File: config.mk
export PLATFORM = sky130hd
export DESIGN_NAME = shift_add_mult
export DESIGN_NICKNAME = d
export VERILOG_FILES = /design/src/rtl/shift_add_mult.sv
export SDC_FILE = /design/constraint.sdc
export NUM_CORES = 1
export LEC_CHECK = 0
export BUFFER_PORTS_ARGS = -buffer_cell sky130_fd_sc_hd__buf_4
export CORE_ASPECT_RATIO = 0.7
export CORE_MARGIN = 8
export CORE_UTILIZATION = 27
export CTS_CLUSTER_DIAMETER = 100
export CTS_CLUSTER_SIZE = 24
export DETAILED_ROUTE_END_ITERATION = 16
export MAX_ROUTING_LAYER = met4
export PLACE_DENSITY = 0.43
export RECOVER_POWER = 100
export SLEW_MARGIN = 10
export SYNTH_ARGS = -nofsm -noshare
export SYNTH_HDL_FRONTEND = slang
export SYNTH_SLANG_ARGS = --single-unit
File: constraint.sdc
create_clock -name clk -period 2.7 [get_ports clk]
set_input_delay 0.27 -clock clk [delete_from_list [all_inputs] [get_ports clk]]
set_output_delay 0.27 -clock clk [all_outputs]
set_load 0.02 [all_outputs]
File: src/rtl/shift_add_mult.sv
module shift_add_mult #(
  parameter int W = 4
) (
  input  logic           clk,
  input  logic           rst,
  input  logic           go,
  input  logic           ld_mcand,
  input  logic           ld_mplier,
  input  logic [W-1:0]   din,
  output logic           busy,
  output logic           done,
  output logic [2*W-1:0] product
);
  localparam int PW = (W > 2) ? $clog2(W) : 1;
  localparam logic [PW-1:0] P_INIT = PW'(W - 1);

  typedef enum logic [1:0] {S_IDLE = 2'b00, S_ADD = 2'b01, S_SHIFT = 2'b10} st_t;

  st_t           st;
  logic [W-1:0]  b, a, q;
  logic          c;
  logic [PW-1:0] p;

  wire in_idle  = (st == S_IDLE);
  wire in_add   = (st == S_ADD);
  wire in_shift = (st == S_SHIFT);
  wire z        = (p == '0);
  wire start    = in_idle & go;
  wire do_load  = in_add & q[0];
  wire clr_c    = start | in_shift;

  wire [W:0] sum = {1'b0, a} + {1'b0, b};

  wire m1 = in_add;
  wire m0 = start | (in_shift & ~z);
  st_t st_nxt;
  assign st_nxt = st_t'({m1, m0});

  assign busy    = ~in_idle;
  assign product = {a, q};

  always_ff @(posedge clk) begin
    if (rst) begin
      st   <= S_IDLE;
      b    <= '0;
      a    <= '0;
      q    <= '0;
      c    <= 1'b0;
      p    <= '0;
      done <= 1'b0;
    end else begin
      st   <= st_nxt;
      done <= in_shift & z;
      if (in_idle && ld_mcand) b <= din;
      if (in_idle && ld_mplier) q <= din;
      if (start) begin
        a <= '0;
        p <= P_INIT;
      end
      if (do_load) a <= sum[W-1:0];
      if (clr_c) c <= 1'b0;
      else if (do_load) c <= sum[W];
      if (in_shift) begin
        a <= {c, a[W-1:1]};
        q <= {a[0], q[W-1:1]};
        p <= p - PW'(1);
      end
    end
  end

  assert_legal_state_R9: assert property (@(posedge clk) disable iff (rst)
    st != 2'b11);

  assert_add_then_shift_R9: assert property (@(posedge clk) disable iff (rst)
    in_add |=> in_shift);

  assert_shift_zero_fill_R9: assert property (@(posedge clk) disable iff (rst)
    in_shift |=> (c == 1'b0));

  assert_start_init_R3: assert property (@(posedge clk) disable iff (rst)
    (in_idle && go) |=> (busy && a == '0 && p == P_INIT && !done));

  assert_mcand_frozen_R6: assert property (@(posedge clk) disable iff (rst)
    busy |=> $stable(b));

  assert_done_on_finish_R5: assert property (@(posedge clk) disable iff (rst)
    (in_shift && p == '0) |=> (done && !busy));

  assert_done_single_R5: assert property (@(posedge clk) disable iff (rst)
    done |=> !done);

  assert_idle_hold_R8: assert property (@(posedge clk) disable iff (rst)
    (in_idle && !go && !ld_mplier) |=> $stable(product));
endmodule

* Yosys cells after proc, flatten, opt, wreduce, memory -nomap -nowiden
Cells that the tools add are included.
W data, S select, Z words.
** Operators by class
- Equal/unequal tests :: 2
- Add/sub/neg operators :: 2
- Multiplexer cells :: 7
- Bitwise logic cells :: 8
- Reductions and logical operators :: 8
** Operators by type and width (count)
- $mux W4 :: 5
- $add A4 B4 Y5 :: 1
- $and A1 B1 Y1 :: 4
- $logic_not A2 Y1 :: 2
- $mux W2 :: 2
- $reduce_bool A2 Y1 :: 2
- $reduce_bool A3 Y1 :: 1
- $eq A2 B1 Y1 const B :: 1
- $eq A2 B2 Y1 const B :: 1
- $logic_and A1 B1 Y1 :: 2
- $not A1 Y1 :: 2
- $or A1 B1 Y1 :: 2
- $reduce_or A2 Y1 :: 1
- $sub A2 B1 Y2 const B :: 1
** Word-level totals
- Word-level logic and storage cells :: 34
- Input bits :: 9
- Bits in registers :: 18

* Logic depth before layout (Yosys ltp)
- Depth after elaboration :: 5
- Depth in mapped cells :: 6
- Gate-level depth less buffers :: 6

* Worst setup path before layout
Ideal clock, no wire load.
- Path type :: reg2reg
- From :: reg a[0]
- To :: reg c
- Required time :: 2.597 ns
- Setup time :: 0.103 ns
- Clock period less this slack :: 1.677 ns
- Stages on the path, launching flop included :: 7
- Buffers on the path :: 0
- Arrival :: 1.574 ns
- Setup slack :: 1.023 ns
- Cells stage by stage :: dfxtp_1 -> ha_1 -> inv_1 -> fa_1 -> nor2b_1 -> o21ai_0 -> a2111oi_2
** On the way
- Word-level cells in the longest chain between the ends :: 1
** RTL lines
- start: declaration :: RTL line 20 : logic [W-1:0] b, a, q;
- start signal: assignment :: RTL line 60 : if (do_load) a <= sum[W-1:0];
- start signal: assignment :: RTL line 64 : a <= {c, a[W-1:1]};
- $add A4 B4 Y5 :: RTL line 32 : wire [W:0] sum = {1'b0, a} + {1'b0, b};
- end signal: assignment :: RTL line 62 : else if (do_load) c <= sum[W];
- end: declaration :: RTL line 21 : logic c;
Every way passes these cells.
A chain may end at the register's enable or synchronous reset.

* Worst setup path in the final report
- From :: reg st[1]
- To :: reg q[1]
** On the way
- Word-level cells in the longest chain between the ends :: 3
- Elaborated cells between the ends (all ways) :: 5
- Those cells by class :: eq/ne: 1; mux: 1; reduce/logical: 3
** RTL lines
- start: declaration :: RTL line 19 : st_t st;
- start signal: assignment :: RTL line 52 : st <= st_nxt;
- $logic_not A2 Y1 :: RTL line 24 : wire in_idle = (st == S_IDLE);
- $logic_and A1 B1 Y1 :: RTL line 55 : if (in_idle && ld_mplier) q <= din;
- $reduce_bool A2 Y1 (no source line)
- end signal: assignment :: RTL line 55
- end signal: assignment :: RTL line 65 : q <= {a[0], q[W-1:1]};
- end: declaration :: RTL line 20
Several ways; a longest one is shown, not always the timed one.

==> flow_summary.ini <==
[critical_path]
worstPathRequired_ps = 2880
critPathKind = flop to flop
arrival_ps = 2080
worstSetupEndpointType = flop
worst_setup_path_start_kind = flop
cp_slowest_cell = nor2b_1
critPathMaxFanout = 14
cp_cell_sequence = nor2b_1 -> mux2i_1 -> a211oi_1
cpPeakStageDelay_ps = 790

[synthesis]
ys_ff_latch = 18
synth_most_common_cell = dfxtp_1
synth_edf_count = 0
yosysTopAreaCellShare_pct = 36.5
synthCells = 99
syn_nets = 114
synthTopCellsByCount = dfxtp_1 (18), nor2_1 (11), mux2i_1 (8)
ys_seq_area_share_pct = 36.5
syn_avg_cell_area_um2 = 9.96
ys_types = 37
async_flop_share_pct = 0
ys_warn_count = 0
yosys-top-cells-area = dfxtp_1 (37%), mux2i_1 (8.1%), ha_1 (6.3%), nor2_1 (4.2%), a211oi_1 (3.8%)
synth.largest_area_cell = dfxtp_1
ys.flop_type = dfxtp_1
synth_area_um2 = 986

[timing]
tightest_slew_ps = 912
timing.final.crit_share_pct = 70.2
setup_viol = 0
fmax_ghz = 0.527
drv_slew = 0
setup_tns_ps = 0
clock_skew_ps = 6.85
max_slew_margin_pct = 39.0
rsz0062_at_grt = false
hold_viol = 0
timing.hold.ws_ps = 257
min_period_ps = 1900

[routing]
dr_wl_met3_um = 87
via_per_inst = 4.72
via_count = 778
drt_iter0_drc = 88
ant_nets = 0
top_layer = met4
wl_met1_mm = 1.29
wl_met2_mm = 1.03
dr.pass1.iters = 4
wl_mm = 2.42
post_drt_wl_per_cell_um = 14.6
drc_errors = 0

[floorplan]
die_area_um2 = 5870
die_h_um = 66.6
rows = 18
io_pins = 19
die_x_um = 88.2
coreArea_um2 = 3510
start_util_pct = 28.1

[placement]
gp_congestion = 0.786
dpl.cell_count = 161
portBuffers = 18
dp_hpwl_mm = 1.80

[global_route]
antenna_found_initial = 0
grt_use_total_pct = 9.13
grt_overflow = 0
grt_pass1_wl_mm = 3.97
grt_pass1_vias = 819
grt_start_max_net_pins = 21

[clock_network]
ctsResizeCount = 0
cts_buffers = 3
cts.clk_slew.worst_paths_ps = 80
postCtsSetupBuffers = 0
clkSinkCount = 18
cts-root-buf = clkbuf_8
htreeDepth = 1
holdBufCountCts = 0
clockBufferDepth = 2
cts_tree = yes
clock_latency_ps = 260

[power_and_ir_drop]
power.density_nw_per_um2 = 544
max-vdd-ir-drop_uv = 209
power.leakage_nw = 0.433
power_uw = 619

[status]
status = completed

[cells_and_area]
syn2layout_area_growth_pct = 15.4
nNetsFinal = 131
drive_gt1_share_pct = 13.9
antennaDiodeCount = 0
fin_cells = 165

[job]
cap_violations = 0

[hold_path]
hold_class = input pin to flop
==> where the power goes <==
part           internal [mW]  switching [mW]  total, mW
registers              0.281          0.0179      0.299
logic                 0.0396          0.0527     0.0922
clock network          0.130          0.0976      0.227
total                  0.451           0.168      0.619
==> per-layer routing <==
| layer | track usage, % | up-vias |
|---|---|---|
| li1 | - | 393 |
| met1 | 12.0 | 370 |
| met2 | 12.3 | 13 |
| met3 | 3.44 | 2 |
| met4 | 2.94 | 0 |
| met5 | - | - |
==> critical path, delay by kind of cell, from the launching register on <==
| kind | cells | cell delay, ps |
|---|---|---|
| and+or+nand+nor | 1 | 790 |
| DFF | 1 | 590 |
| AOI/OAI and AO/OA | 1 | 240 |
| muxes | 1 | 190 |
==> cells in the final DEF (no fill, tap or decap), types with 2 or more instances in the layout <==
cell type	n
dfxtp_1	18
nor2_1	11
clkbuf_1	10
mux2i_1	8
buf_4	8
inv_1	5
a211oi_1	5
ha_1	5
a21oi_1	4
clkbuf_8	4
nor2b_1	3
nand3_1	3
nand3b_1	3
and3b_1	2
nor3b_1	2
a221oi_1	2
or3b_1	2
a21o_1	2
a32oi_1	2
==> area by class of cell <==
class                      instances  area, um2
timing repair buffer              18       97.6
multi-input combinational         69        539
tap                               50       62.6
sequential                        18        360
inverter                           6       22.5
fill                             404       2380
clock buffer                       4       55.1
==> registers in the layout, summed over array words and instances (netlist names) <==
signal	count
a	4
b	4
c	1
done	1
p	2
q	4
st	2
==> per-stage QoR <==
stage          cell area, um2  setup slack (ps)  util, %
3_5_place_dp             1140               962     32.4
4_1_cts                  1190               932     33.9
5_1_grt                  1140               670     32.4
6_report                 1140               804     32.4
2_1_floorplan             986              1020        -
3_3_place_gp             1140              1040     32.4
==> cell families after synthesis <==
group / Yosys count / synth area share [%]
AOI/OAI and AO/OA: 22 / 17.9
xor gates and xnor gates: 1 / 0.888
adders and majority gates: 6 / 8.38
buffers and inverters: 12 / 6.98
DFF: 18 / 36.5
muxes: 10 / 10.4
and+or+nand+nor: 30 / 18.9
==> final timing paths <==
check	slack, ps	depth (start not counted)	start	to
worst min-delay path	260	3	din[1]	b[1]$_SDFFE_PP0P_
worst min register to register	490	2	p[1]$_SDFFE_PP0P_	p[1]$_SDFFE_PP0P_
worst max register to register	800	3	st[1]$_SDFF_PP0_	q[1]$_SDFFE_PP0P_
worst max-delay path	800	3	st[1]$_SDFF_PP0_	q[1]$_SDFFE_PP0P_
Power figures use the tool's default switching activity.
